[config.mk]
export PLATFORM = sky130hd
export DESIGN_NAME = sdcmd_seq
export DESIGN_NICKNAME = d
export VERILOG_FILES = /design/src/rtl/sdcmd_pkg.sv /design/src/rtl/sdcmd_crc7.sv /design/src/rtl/sdcmd_wrgate.sv /design/src/rtl/sdcmd_seq.sv
export SDC_FILE = /design/constraint.sdc
export NUM_CORES = 1
export LEC_CHECK = 0
export CORE_ASPECT_RATIO = 0.8
export CORE_MARGIN = 2
export CORE_UTILIZATION = 25
export DETAILED_ROUTE_END_ITERATION = 8
export SETUP_SLACK_MARGIN = 0.5
export SYNTH_ARGS = -nofsm -noshare
export SYNTH_HDL_FRONTEND = slang
export SYNTH_SLANG_ARGS = --single-unit
[constraint.sdc]
create_clock -name clk -period 3.99 [get_ports clk]
set_input_delay 1.197 -clock clk [delete_from_list [all_inputs] [get_ports clk]]
set_output_delay 1.197 -clock clk [all_outputs]
set_load 0.02 [all_outputs]
[src/rtl/sdcmd_pkg.sv]
// Shared encodings for the SD/MMC command sequencer.
// Assumes: the reply and special-command codes match the descriptor fields.
package sdcmd_pkg;

    typedef enum logic [1:0] {
        RSP_NONE  = 2'd0,
        RSP_SHORT = 2'd1,
        RSP_LONG  = 2'd2,
        RSP_BUSY  = 2'd3
    } rsp_kind_e;

    typedef enum logic [2:0] {
        SPC_STD     = 3'd0,
        SPC_INIT    = 3'd1,
        SPC_SYNC    = 3'd2,
        SPC_CEATA   = 3'd3,
        SPC_ITCMD   = 3'd4,
        SPC_ITRESP  = 3'd5,
        SPC_BOOTREQ = 3'd6,
        SPC_BOOTEND = 3'd7
    } spc_kind_e;

    typedef enum logic [2:0] {
        ST_IDLE,
        ST_INIT,
        ST_WAIT_BLK,
        ST_SEND,
        ST_WAIT_RSP,
        ST_RECV,
        ST_BUSY
    } seq_state_e;

endpackage

[src/rtl/sdcmd_crc7.sv]
// Parallel CRC over a fixed-width message, MSB first, zero initial value.
// Assumes: the message is stable in the cycle it is used; pure combinational.
module sdcmd_crc7 #(
    parameter int                 DATA_W = 40,
    parameter int                 CRC_W  = 7,
    parameter logic [CRC_W-1:0]   POLY   = CRC_W'(9)
) (
    input  logic [DATA_W-1:0] data,
    output logic [CRC_W-1:0]  crc
);

    // Unrolled shift-register division over every message bit.
    always_comb begin
        logic fb;
        crc = '0;
        for (int i = DATA_W - 1; i >= 0; i--) begin
            fb  = data[i] ^ crc[CRC_W-1];
            crc = {crc[CRC_W-2:0], 1'b0};
            if (fb) begin
                crc = crc ^ POLY;
            end
        end
    end

endmodule

[src/rtl/sdcmd_wrgate.sv]
// Write gate for the descriptor: decides whether a strobe is taken and
// tracks the interrupt-mode lock.
// Assumes: cmd_done pulses only when the sequencer returns to idle, and
// reply_wait is high only while the sequencer listens for a reply.
module sdcmd_wrgate
    import sdcmd_pkg::*;
(
    input  logic       clk,
    input  logic       rst_n,
    input  logic       wr_en,
    input  logic [2:0] wr_spcmd,
    input  logic       cmd_ready,
    input  logic       reply_wait,
    input  logic       cmd_done,
    output logic       accept,
    output logic       it_lock
);

    logic is_itresp;
    logic is_itcmd;

    assign is_itresp = (spc_kind_e'(wr_spcmd) == SPC_ITRESP);
    assign is_itcmd  = (spc_kind_e'(wr_spcmd) == SPC_ITCMD);

    // Free sequencer takes anything; a locked wait takes only the reply code.
    assign accept = wr_en && (cmd_ready || (it_lock && reply_wait && is_itresp));

    // Lock follows the code of the last accepted write and drops on completion.
    always_ff @(posedge clk) begin
        if (!rst_n) begin
            it_lock <= 1'b0;
        end else if (accept) begin
            it_lock <= is_itcmd;
        end else if (cmd_done) begin
            it_lock <= 1'b0;
        end
    end

    // while locked, the only write let through carries the reply code.
    a_r8_locked_accepts_itresp: assert property (@(posedge clk) disable iff (!rst_n)
        (it_lock && accept) |-> is_itresp);

    // completion without a new write releases the lock.
    a_r8_lock_released: assert property (@(posedge clk) disable iff (!rst_n)
        (cmd_done && !accept) |=> !it_lock);

endmodule

[src/rtl/sdcmd_seq.sv]
// SD/MMC command line sequencer. Latches a descriptor, sends a CRC-protected
// 48-bit frame on the command line, optionally collects a 48- or 136-bit
// reply and a busy release, and reports completion.
// Assumes: one clk period is one command-clock period; cmd_in idles high and
// a card replies only after the frame; blk_end comes from the data engine.
module sdcmd_seq
    import sdcmd_pkg::*;
#(
    parameter int IDX_W     = 6,
    parameter int ARG_W     = 32,
    parameter int CRC_W     = 7,
    parameter int SHORT_W   = 48,
    parameter int LONG_W    = 136,
    parameter int INIT_CLKS = 74,
    parameter int RSP_TMO   = 64
) (
    input  logic              clk,
    input  logic              rst_n,
    input  logic              wr_en,
    input  logic [IDX_W-1:0]  wr_index,
    input  logic [ARG_W-1:0]  wr_arg,
    input  logic [1:0]        wr_rsp,
    input  logic [2:0]        wr_spcmd,
    input  logic              blk_end,
    input  logic              dat0_in,
    input  logic              cmd_in,
    output logic              cmd_out,
    output logic              cmd_oe,
    output logic              cmd_ready,
    output logic              cmd_done,
    output logic              resp_timeout,
    output logic [LONG_W-1:0] resp_data
);

    localparam int FRAME_W = 3 + IDX_W + ARG_W + CRC_W;
    localparam int BODY_W  = FRAME_W - CRC_W - 1;
    localparam int M_A     = (FRAME_W > LONG_W) ? FRAME_W : LONG_W;
    localparam int M_B     = (INIT_CLKS > RSP_TMO) ? INIT_CLKS : RSP_TMO;
    localparam int MAXC    = (M_A > M_B) ? M_A : M_B;
    localparam int CNT_W   = $clog2(MAXC + 1);

    localparam logic [CNT_W-1:0] LAST_BIT   = CNT_W'(FRAME_W - 1);
    localparam logic [CNT_W-1:0] LAST_INIT  = CNT_W'(INIT_CLKS - 1);
    localparam logic [CNT_W-1:0] LAST_WAIT  = CNT_W'(RSP_TMO - 1);
    localparam logic [CNT_W-1:0] LAST_SHORT = CNT_W'(SHORT_W - 1);
    localparam logic [CNT_W-1:0] LAST_LONG  = CNT_W'(LONG_W - 1);
    localparam logic [CNT_W-1:0] ONE        = CNT_W'(1);

    seq_state_e          state_q;
    logic [CNT_W-1:0]    cnt_q;
    logic [FRAME_W-1:0]  frame_q;
    logic [LONG_W-1:0]   resp_q;
    rsp_kind_e           rsp_q;
    logic                ready_q;
    logic                done_q;
    logic                tmo_q;

    logic                accept;
    logic                it_lock;
    logic                reply_wait;
    logic [BODY_W-1:0]   body;
    logic [CRC_W-1:0]    crc_w;
    logic [CNT_W-1:0]    last_rsp;
    logic                tmo_hit;
    logic                finish;
    logic                capture;

    assign reply_wait = (state_q == ST_WAIT_RSP);

    sdcmd_wrgate i_gate (
        .clk        (clk),
        .rst_n      (rst_n),
        .wr_en      (wr_en),
        .wr_spcmd   (wr_spcmd),
        .cmd_ready  (ready_q),
        .reply_wait (reply_wait),
        .cmd_done   (done_q),
        .accept     (accept),
        .it_lock    (it_lock)
    );

    assign body = {2'b01, wr_index, wr_arg};

    sdcmd_crc7 #(
        .DATA_W (BODY_W),
        .CRC_W  (CRC_W)
    ) i_crc (
        .data (body),
        .crc  (crc_w)
    );

    // Reply length selection and the completion conditions of each phase.
    always_comb begin
        last_rsp = (rsp_q == RSP_LONG) ? LAST_LONG : LAST_SHORT;
        tmo_hit  = (state_q == ST_WAIT_RSP) && cmd_in && !it_lock && (cnt_q == LAST_WAIT);
        finish   = ((state_q == ST_SEND) && (cnt_q == LAST_BIT) && (rsp_q == RSP_NONE))
                || tmo_hit
                || ((state_q == ST_RECV) && (cnt_q == last_rsp) && (rsp_q != RSP_BUSY))
                || ((state_q == ST_BUSY) && dat0_in);
        capture  = ((state_q == ST_WAIT_RSP) && !cmd_in) || (state_q == ST_RECV);
    end

    // Phase sequencing, counters and status flags.
    always_ff @(posedge clk) begin
        if (!rst_n) begin
            state_q <= ST_IDLE;
            cnt_q   <= '0;
            rsp_q   <= RSP_NONE;
            ready_q <= 1'b1;
            done_q  <= 1'b0;
            tmo_q   <= 1'b0;
        end else begin
            done_q <= finish && !accept;
            if (accept) begin
                ready_q <= 1'b0;
                tmo_q   <= 1'b0;
                rsp_q   <= rsp_kind_e'(wr_rsp);
                cnt_q   <= '0;
                case (spc_kind_e'(wr_spcmd))
                    SPC_INIT: state_q <= ST_INIT;
                    SPC_SYNC: state_q <= ST_WAIT_BLK;
                    default:  state_q <= ST_SEND;
                endcase
            end else if (finish) begin
                state_q <= ST_IDLE;
                ready_q <= 1'b1;
                tmo_q   <= tmo_hit;
                cnt_q   <= '0;
            end else begin
                case (state_q)
                    ST_INIT: begin
                        if (cnt_q == LAST_INIT) begin
                            state_q <= ST_SEND;
                            cnt_q   <= '0;
                        end else begin
                            cnt_q <= cnt_q + ONE;
                        end
                    end
                    ST_WAIT_BLK: begin
                        if (blk_end) begin
                            state_q <= ST_SEND;
                        end
                    end
                    ST_SEND: begin
                        if (cnt_q == LAST_BIT) begin
                            state_q <= ST_WAIT_RSP;
                            cnt_q   <= '0;
                        end else begin
                            cnt_q <= cnt_q + ONE;
                        end
                    end
                    ST_WAIT_RSP: begin
                        if (!cmd_in) begin
                            state_q <= ST_RECV;
                            cnt_q   <= ONE;
                        end else if (!it_lock) begin
                            cnt_q <= cnt_q + ONE;
                        end
                    end
                    ST_RECV: begin
                        if (cnt_q == last_rsp) begin
                            state_q <= ST_BUSY;
                        end else begin
                            cnt_q <= cnt_q + ONE;
                        end
                    end
                    ST_BUSY: ;
                    ST_IDLE: ;
                    default: state_q <= ST_IDLE;
                endcase
            end
        end
    end

    // Outgoing frame: loaded on accept, shifted left while sending.
    always_ff @(posedge clk) begin
        if (!rst_n) begin
            frame_q <= '1;
        end else if (accept) begin
            frame_q <= {body, crc_w, 1'b1};
        end else if (state_q == ST_SEND) begin
            frame_q <= {frame_q[FRAME_W-2:0], 1'b1};
        end
    end

    // Reply register: cleared on accept, shifts in from the start bit on.
    always_ff @(posedge clk) begin
        if (!rst_n) begin
            resp_q <= '0;
        end else if (accept) begin
            resp_q <= '0;
        end else if (capture) begin
            resp_q <= {resp_q[LONG_W-2:0], cmd_in};
        end
    end

    assign cmd_out      = (state_q == ST_SEND) ? frame_q[FRAME_W-1] : 1'b1;
    assign cmd_oe       = (state_q == ST_SEND) || (state_q == ST_INIT);
    assign cmd_ready    = ready_q;
    assign cmd_done     = done_q;
    assign resp_timeout = tmo_q;
    assign resp_data    = resp_q;

    // the completion pulse marks the return of ready.
    a_r9_done_with_ready: assert property (@(posedge clk) disable iff (!rst_n)
        cmd_done |-> (cmd_ready && !$past(cmd_ready)));

    // ready never comes back without a completion pulse.
    a_r9_ready_needs_done: assert property (@(posedge clk) disable iff (!rst_n)
        $rose(cmd_ready) |-> cmd_done);

    // the pulse lasts a single cycle.
    a_r9_done_single: assert property (@(posedge clk) disable iff (!rst_n)
        cmd_done |=> !cmd_done);

    // a taken write makes the sequencer busy.
    a_r2_accept_busy: assert property (@(posedge clk) disable iff (!rst_n)
        accept |=> !cmd_ready);

    // outside the reply wait a busy sequencer takes no write.
    a_r2_busy_drops: assert property (@(posedge clk) disable iff (!rst_n)
        (wr_en && !cmd_ready && (state_q != ST_WAIT_RSP)) |-> !accept);

    // an idle sequencer leaves the line released.
    a_r11_idle_released: assert property (@(posedge clk) disable iff (!rst_n)
        cmd_ready |-> (!cmd_oe && cmd_out));

    // a frame opens with a 0 right after the accepting edge.
    a_r1_start_low: assert property (@(posedge clk) disable iff (!rst_n)
        ($past(accept) && (state_q == ST_SEND)) |-> !cmd_out);

    // the timeout flag appears only together with completion.
    a_r4_timeout_at_done: assert property (@(posedge clk) disable iff (!rst_n)
        $rose(resp_timeout) |-> cmd_done);

    // a low data line holds the busy wait.
    a_r5_busy_holds: assert property (@(posedge clk) disable iff (!rst_n)
        ((state_q == ST_BUSY) && !dat0_in) |=> !cmd_ready);

    // the deferred command stays pending until the block ends.
    a_r7_sync_holds: assert property (@(posedge clk) disable iff (!rst_n)
        ((state_q == ST_WAIT_BLK) && !blk_end) |=> (state_q == ST_WAIT_BLK));

    // an interrupt-mode wait never times out.
    a_r8_no_timeout_locked: assert property (@(posedge clk) disable iff (!rst_n)
        it_lock |-> !resp_timeout);

endmodule

== Word level (Yosys, flattened, before mapping) ==
Cells that the tools add are included.

* Bits in registers: 200
* Bits of input ports: 49
* Output and inout port bits: 141

* Add/sub/neg operators: 1
* Equality and inequality tests: 24
* Muxes and demuxes: 61
* Bitwise operators: 75
* Reduce and logical (&&, ||, !) cells: 33

{| class="wikitable"
|+ Operators with widths
! cell !! number
|-
| 4-bit two-way mux || 38
|-
| 48-bit two-way mux || 2
|-
| 2-bit inverter || 37
|-
| 8-bit two-way mux || 6
|-
| 1-bit bitwise XOR || 34
|-
| 8-bit case mux with 4 select lines || 1
|-
| 3-bit two-way mux || 7
|-
| 3-bit case mux with 6 select lines || 1
|-
| 8-bit by 6-bit equality test with 1-bit output, second input constant || 2
|-
| 3-bit equality test, second input constant || 5
|-
| 1-bit logical AND || 13
|-
| 4-bit != test, second input constant || 3
|-
| 3-bit by 2-bit equality test with 1-bit output, second input constant || 3
|-
| 8-bit by 1-bit adder with 8-bit output, second input constant || 1
|-
| 8-bit by 7-bit equality test with 1-bit output, second input constant || 1
|-
| 8-bit equality test || 1
|-
| 4-bit by 3-bit != test with 1-bit output, second input constant || 2
|-
| 3-bit by 1-bit equality test with 1-bit output, second input constant || 2
|-
| 1-bit logical OR || 6
|-
| 6-bit AND reduction || 1
|-
| 2-bit nonzero test || 3
|-
| 1-bit two-way mux || 5
|-
| 2-bit != test, second input constant || 2
|-
| 2-bit case mux with 2 select lines || 1
|-
| other kinds (12) || 17
|}

== Depth between registers and ports, before layout ==
Gate-level depths: netlist of the first run.

* Depth in word-level cells: 76
* Gate-level depth with buffers: 11
* Depth with buffers taken out: 9

== By module ==
A second synthesis of the first run with hierarchy kept.

* Cells, all modules: 1103
* Area total of the unflattened synthesis: 9014.9 um2

{| class="wikitable"
|+ By module, submodules not included
! module !! instances !! cells an instance !! area an instance (um2) !! sequential area each (um2)
|-
| sdcmd_seq || 1 || 1034 || 7942.6 || 3983.8
|-
| sdcmd_crc7 || 1 || 60 || 989.7 || 0.0
|-
| sdcmd_wrgate || 1 || 9 || 82.6 || 20.0
|}

== Worst setup path before layout of the first run ==
No wires, ideal clock.

* Kind: input -> register
* From: input port wr_index[5]
* To: register frame_q[2]
* Arrival time: 3.127 ns
* Data required time: 3.916 ns
* Path slack: 0.789 ns
* Cell stages on the path: 7
* Path buffers: 0
* Cells stage by stage: xnor3_2 > xnor2_4 > xnor3_2 > xor2_2 > xnor2_2 > mux2_4 > a31oi_1

* Cells in the longest elaborated chain, start to end: 31

{| class="wikitable"
|+ RTL lines
! item !! line !! RTL
|-
| from (decl) || sdcmd_seq.sv:20 || <nowiki>input logic [IDX_W-1:0] wr_index,</nowiki>
|-
| 4-bit two-way mux * || sdcmd_crc7.sv:19 || <nowiki>if (fb) begin</nowiki>
|-
| 1-bit bitwise XOR / 4-bit two-way mux (equally long branches) || sdcmd_crc7.sv:17, sdcmd_crc7.sv:19 ||
|-
| 4-bit two-way mux || sdcmd_crc7.sv:19 ||
|-
| 1-bit bitwise XOR, or another cell as far along || sdcmd_crc7.sv:17 || <nowiki>fb = data[i] ^ crc[CRC_W-1];</nowiki>
|-
| 4-bit two-way mux || sdcmd_crc7.sv:19 ||
|-
| 4-bit two-way mux, or another cell as far along || sdcmd_crc7.sv:19 ||
|-
| 4-bit two-way mux || sdcmd_crc7.sv:19 ||
|-
| 2-bit inverter (no line), or another cell as far along || n/a ||
|-
| (+14 left out) || n/a ||
|-
| 4-bit two-way mux || sdcmd_crc7.sv:19 ||
|-
| 4-bit two-way mux, or another cell as far along || sdcmd_crc7.sv:19 ||
|-
| 4-bit two-way mux || sdcmd_crc7.sv:19 ||
|-
| 2-bit inverter (no line) / 1-bit bitwise XOR (equally long branches) || n/a ||
|-
| 4-bit two-way mux * || sdcmd_crc7.sv:19 ||
|-
| 1-bit bitwise XOR * || sdcmd_crc7.sv:17 ||
|-
| 4-bit two-way mux * (2 in series) || sdcmd_crc7.sv:19 ||
|-
| 48-bit two-way mux * || sdcmd_seq.sv:179 || <nowiki>end else if (accept) begin</nowiki>
|-
| to (signal assigned) || sdcmd_seq.sv:180 || <nowiki>frame_q <= {body, crc_w, 1'b1};</nowiki>
|-
| to (signal assigned) || sdcmd_seq.sv:182 || <nowiki>frame_q <= {frame_q[FRAME_W-2:0], 1'b1};</nowiki>
|-
| to (decl) || sdcmd_seq.sv:51 || <nowiki>logic [FRAME_W-1:0] frame_q;</nowiki>
|}

Mark *: on every way between the ends. The rest lies on a longest branch, timed or not.
A chain may end at the register's enable or synchronous reset.

== Worst setup path in the final report of the first run ==
* From: input port wr_index[2]
* To: register frame_q[7]

* Cells in the longest elaborated chain, start to end: 31

{| class="wikitable"
|+ RTL lines
! item !! line
|-
| 1-bit bitwise XOR * || sdcmd_crc7.sv:17
|-
| 4-bit two-way mux * || sdcmd_crc7.sv:19
|-
| 4-bit two-way mux (2 in series) || sdcmd_crc7.sv:19
|-
| 2-bit inverter (no line) || n/a
|-
| 4-bit two-way mux || sdcmd_crc7.sv:19
|-
| 1-bit bitwise XOR || sdcmd_crc7.sv:17
|-
| 4-bit two-way mux (3 in series) || sdcmd_crc7.sv:19
|-
| 2-bit inverter (no line) || n/a
|-
| (+8 left out) || n/a
|-
| 4-bit two-way mux (3 in series) || sdcmd_crc7.sv:19
|-
| 2-bit inverter (no line) || n/a
|-
| 4-bit two-way mux || sdcmd_crc7.sv:19
|-
| 1-bit bitwise XOR || sdcmd_crc7.sv:17
|-
| 4-bit two-way mux (3 in series) || sdcmd_crc7.sv:19
|-
| 2-bit inverter (no line) || n/a
|-
| 4-bit two-way mux * || sdcmd_crc7.sv:19
|-
| 48-bit two-way mux * || sdcmd_seq.sv:179
|}

Marks and branches as above.

==> out/results.ini, run 1 <==
[power]
combPwrFrac = 0.209
switching_share = 0.279
intPower_uw = 3490
vdd_drop_max_mv = 0.240
p_sw_uw = 1350
power.leakage_uw = 0.00412
seqPwrFrac = 0.432
powerDensity_nw_per_um2 = 418
p_clk_frac = 0.359

[place]
dp.cells = 1664
post-place-ws_ps = 65.8
gp_congestion = 0.841
port_buffers = 189
dpl.hpwl_um = 17200

[floorplanning]
die_area_um2 = 35900
num_rows = 60
die_w_um = 211
die_h_um = 170
coreArea_um2 = 33800
start_util = 0.255
ios = 190

[cts]
insertion_delay_ps = 440
clkTransAtPathRegs_ps = 70
postCtsSetupBuffers = 0
cts_tree = built
cts-root-buf = clkbuf_16
h-tree-depth = 4
hold_buffers = 0
cts_buffers = 17
cts.sinks = 200
cts_buffer_depth = 2

[yosys]
synth_top_cell_area_share = 0.465
avgSynthCellArea_um2 = 7.84
synth_fa_ha_area_frac = 0.00291
yosys-top-cells-area = dfxtp_1, nand2_1, a21oi_1
synth_top_area_cell = dfxtp_1
synthMuxAreaShare = 0.00524
synth-seq-cells = 200
yosysWarnings = 0
synth_edf_count = 0
synth-xor-area-share = 0.0983
synth_cell_type_count = 49
netlist_instances = 1098
synth_top_family_by_area = simple AND/OR/NAND/NOR gates
ys_dominant_reg_cell = dfxtp_1
seq_area_frac_synth = 0.465
synthesis.area_um2 = 8600
syn-num-nets = 1149
async_reset_ff_frac = 0
synth_compound_area_frac = 0.140
synth_simple_gate_area_frac = 0.251

[worst_setup_path]
r2r_end = cnt_q[6]
reg2reg_depth = 7
cp-end-kind = flip-flop
arrival_ps = 3730
reg2reg_slack_ps = 1260
crit_path_start_kind = input pin
critical_path.cell_chain = clkdlybuf4s50_1 > xnor3_2 > xor2_2 > xnor3_1 > xnor2_1 > xnor3_1 > o21ai_0 > nand2_1
required_ps = 4290
path_common_cell = xnor3_1
r2r_start = cnt_q[0]
path_class = input pin to flip-flop
cp_slowest_cell = clkdlybuf4s50_1
path_max_fanout = 4
crit_path_max_incr_delay_ps = 610

[detailed_routing]
avgViaCountPerCell = 4.55
dr.first_iter.drc_count = 575
route.detailed.drc = 0
firstDrtPassIters = 4
dr_total_vias = 7724
wirelength_um = 24600
antenna_left = 0
wire_per_inst_um = 14.5

[worst_hold_path]
hold_path_end = resp_data[135]
hp-start = resp_data[135]
hp-class = flip-flop to flip-flop
whs_path_depth = 2

[sta]
worst_clock_skew_ps = 10.3
min_period_over_period = 0.860
relSlewSlack = 0.304
fin_tns_setup_ps = 0
worst_slew_pin_slew_ps = 1030
whs_ps = 460
finalWorstSetupSlack_ps = 557
fin_crit_ps = 3430
setup_viol = 0
finalMaxSlewViolations = 0
finalHoldViolations = 0
max_freq_mhz = 291
rsz0062_at_grt = true

[final_layout]
drive_gt1_frac = 0.0602
n_antenna_cell = 0
num-nets-final = 1300
area_growth_pct = 34.9
final_cells = 1696

[global_route]
grt_pass1_vias = 7291
antenna_found_initial = 0
grt.overflow.total = 0
grt_pass1_wl_um = 39300
grt_max_degree = 60
grt_usage = 0.137

[outcome]
status = complete, no violations

[run]
max_cap_violations = 0

==> state kept, by name (all words and copies together) (netlist names) <==
signal,count
cmd_done,1
cmd_ready,1
cnt_q,8
frame_q,47
i_gate.it_lock,1
resp_data,136
resp_timeout,1
rsp_q,2
state_q,3
==> worst max-delay path by stage <==
stage                start          to  slack (ps)  depth (start not counted)
3_5_place_dp   wr_index[5]  frame_q[6]          70                          8
2_1_floorplan  wr_index[5]  frame_q[2]         790                          7
3_3_place_gp   wr_index[5]  frame_q[7]          90                          8
6_report       wr_index[2]  frame_q[7]         560                          8
5_1_grt        wr_index[5]  frame_q[7]         420                          8
4_1_cts         state_q[1]     cmd_out         510                          3
==> routing by layer <==
metal	wire [µm]	share of wire	global-route usage
met5	0	0	0
met4	449	0.018	0.0441
met3	1010	0.041	0.0257
met2	11200	0.46	0.218
met1	11900	0.49	0.186
==> cells in the final DEF, fill, tap and decap left out, drive strengths merged, types with 2 or more instances in the layout <==
cell type,instances
nor3b,4
or3,3
buf,19
dfxtp,200
nand3b,7
clkinvlp,2
xor2,8
o221ai,4
nand2b,2
a31oi,3
clkdlybuf4s50,188
o21ai,50
nor2b,5
nor2,21
nand2,418
ha,2
inv,16
and3,4
clkbuf,19
xor3,2
a221oi,3
clkinv,3
o211ai,3
a21oi,151
mux2i,3
a22oi,3
nand3,48
nor3,6
o22ai,2
xnor2,27
xnor3,19
nor4bb,2
nor4b,2
==> power by group through the flow <==
stage / combinational [µW] / sequential [µW] / clock, µW
floorplan: 789 / 2130 / 0
global placement: 987 / 2140 / 0
detailed placement: 993 / 2140 / 0
CTS: 999 / 2090 / 1810
global route: 1110 / 2100 / 1870
finish: 1010 / 2090 / 1740
==> worst max-delay path, delay by kind of cell <==
| kind | cells | cell delay, ps |
|---|---|---|
| compound gates | 1 | 160 |
| xor+xnor | 5 | 1680 |
| buf+inv | 1 | 610 |
| simple gates | 1 | 80 |
==> synth_stat cells, types with 7 or more instances <==
cell type / n
a21oi_1: 151
buf_1: 9
clkbuf_1: 63
dfxtp_1: 200
inv_1: 9
nand2_1: 418
nand3_1: 48
nand3b_1: 7
nor2_1: 21
o21ai_0: 49
xnor2_1: 23
xnor3_1: 13
==> cells by family after synthesis <==
kind of cell             Yosys count
AND/OR/NAND/NOR                  527
XOR/XNOR                          56
buffers and inverters             84
adder cells (fa/ha/maj)            2
multiplexers                       4
flip-flops                       200
AO/OA/AOI/OAI                    225
==> cell type report <==
cell class / count / area [µm²]
clock buffer: 19 / 443
clock inverter: 13 / 131
fill: 3488 / 22200
inverter: 9 / 33.8
multi-input combinational: 814 / 4330
sequential: 200 / 4010
tap: 434 / 543
timing repair buffer: 207 / 2120
==> metrics by stage <==
step,total power (µW),util,cell area [µm²]
floorplan,2920,-,8600
global placement,3130,0.326,11000
detailed placement,3130,0.326,11000
CTS,4900,0.343,11600
global route,5090,0.343,11600
finish,4850,0.343,11600
==> repair_timing <==
item                                   CTS  global route
setup endpoints to repair                0             6
endpoints found under the hold margin    0             0
resized for setup                        0             4
No activity file was read; power rests on OpenSTA's default activity.
==> run 2, diff against run 1 <==
Settings changed: DONT_BUFFER_PORTS from default to 1.
==> run 2 against run 1 <==
  * Sequential power hardly changed
  * Clock power up 3%
  * Hold slack better by 29 ps
  * Critical path type is now flip-flop to output port
  * Via count decreased by 8.8%
  * Final area decreased by 17%
  * Highest routed layer unchanged
  * Clock-buffer cell count decreased by 2
==> out/results.ini, run 2 (same netlist as run 1, synthesis figures left out) <==
[cts]
h-tree-depth = 4  ; unchanged
cts_tree = built
clkTransAtPathRegs_ps = 80  ; about the same
cts.sinks = 200  ; unchanged
cts-root-buf = clkbuf_16
cts_resized = 0  ; unchanged
postCtsSetupBuffers = 0  ; unchanged
insertion_delay_ps = 460  ; +20 ps
hold_buffers = 0  ; unchanged
cts_buffer_depth = 2  ; unchanged
cts_buffers = 17  ; unchanged

[detailed_routing]
wirelength_um = 23200  ; -5.7%
route.detailed.drc = 0  ; unchanged
firstDrtPassIters = 6  ; +2
antenna_left = 0  ; unchanged
avgViaCountPerCell = 4.68  ; +2.9%
dr.first_iter.drc_count = 673  ; +17%
dr_total_vias = 7046  ; -8.8%
wire_per_inst_um = 15.4  ; +6.3%

[worst_setup_path]
r2r_start = state_q[2]
required_ps = 2790  ; -1500 ps
path_max_fanout = 16  ; +12
crit_path_start_kind = flip-flop
cp_slowest_cell = dfxtp_1
crit_path_max_incr_delay_ps = 650  ; +40 ps
crit_family = simple AND/OR/NAND/NOR gates
arrival_ps = 1870  ; -1860 ps
crit_path_start = state_q[0]
critical_path_buf_inv_count = 0  ; -1
critical_path.cell_chain = nand2_1 > or3_1
cp-end-kind = output port
path_class = flip-flop to output port

[global_route]
grt.overflow.total = 0  ; unchanged
antenna_found_initial = 0  ; unchanged
grt_usage = 0.126  ; -0.0101
grt_pass1_vias = 6224  ; -15%
grt_max_degree = 62  ; +3.3%
grt_pass1_wl_um = 35600  ; -9.5%

[worst_hold_path]
hp-class = flip-flop to flip-flop
hp-start = rsp_q[0]

[outcome]
status = complete, no violations

[floorplanning]
ios = 190  ; unchanged
die_h_um = 170  ; unchanged
start_util = 0.255  ; unchanged
num_rows = 60  ; unchanged
die_w_um = 211  ; unchanged
die_area_um2 = 35900  ; unchanged
coreArea_um2 = 33800  ; unchanged

[sta]
worst_slew_pin_slew_ps = 957  ; -73.1 ps
fin_tns_setup_ps = 0  ; unchanged
finalWorstSetupSlack_ps = 922  ; +365 ps
min_period_over_period = 0.769  ; -0.0914
fin_crit_ps = 3070  ; -365 ps
finalMaxSlewViolations = 0  ; unchanged
setup_viol = 0  ; unchanged
relSlewSlack = 0.353  ; +0.0494
max_freq_mhz = 326  ; +12%
finalHoldViolations = 0  ; unchanged
rsz0062_at_grt = false
worst_clock_skew_ps = 15.0  ; +4.73 ps

[run]
max_cap_violations = 0  ; unchanged

[power]
power.leakage_uw = 0.00343  ; -17%
total_power_uw = 4800  ; -0.89%
powerDensity_nw_per_um2 = 498  ; +19%
vdd_drop_max_mv = 0.218  ; -9.2%

[final_layout]
largest_reg_flops = 136  ; unchanged
final_cells = 1504  ; -11%
area_growth_pct = 12.2
num-nets-final = 1108  ; -15%
drive_gt1_frac = 0.0645  ; +0.00426
n_antenna_cell = 0  ; unchanged
layout_commonest_cell = nand2_1
finalInstanceArea_um2 = 9650  ; -17%
final_cell_mix = nand2_1, dfxtp_1, a21oi_1, o21ai_0, nand3_1

[place]
port_buffers = 0  ; -100%
dpl.hpwl_um = 16200  ; -6.2%
placed_cell_area_um2 = 9030  ; -18%
post-place-ws_ps = 623  ; +557 ps
gp_congestion = 0.859  ; +2.2%
dp.cells = 1472  ; -12%

[run 2: cell types whose count changed in the layout (fill, tap and decap cells not counted), moves of 4 or more]
cell	change
inv_6	-4
clkinv_8	+4
buf_12	-5
clkdlybuf4s50_1	-188
inv_8	+5
[run 2: per-stage QoR]
step | utilization | hold WS, ps
2_1_floorplan | - | 447
3_3_place_gp | 0.267 | 471
3_5_place_dp | 0.267 | 478
4_1_cts | 0.286 | 493
5_1_grt | 0.286 | 537
6_report | 0.286 | 488
[run 2: path summary, 6_finish.rpt]
check / cells after the start / slack (ps) / end
max: 2 / 920 / cmd_out
min: 2 / 490 / rsp_q[0]
max reg2reg: 10 / 1200 / cnt_q[4]
min reg2reg: 2 / 490 / rsp_q[0]
[run 2: where the power goes]
group | total (µW) | internal (µW) | switching, µW
sequential | 2100 | 2060 | 41.9
combinational | 903 | 474 | 428
clock | 1800 | 867 | 936
total | 4800 | 3400 | 1410
[run 2: routing by layer]
metal	wire (µm)	vias up	global-route usage
met5	0	-	0
met4	228	0	0.0352
met3	1690	15	0.0478
met2	10600	175	0.193
met1	10600	3322	0.167
li1	-	3534	-
[run 2: layout make-up]
cell class / instances / area (µm²)
fillers: 3598 / 24100
multi-input cells: 814 / 4300
flip-flops and latches: 200 / 4000
well taps: 434 / 543
clock buffers: 17 / 425
clock inverters: 15 / 191
repair buffers: 15 / 150
inverters: 9 / 33.8
[run 2: tightest hold or removal path: cells and delay by family (launching register included)]
kind            cells  cell delay [ps]
compound gates      1               50
flops               1              330
simple gates        1               60
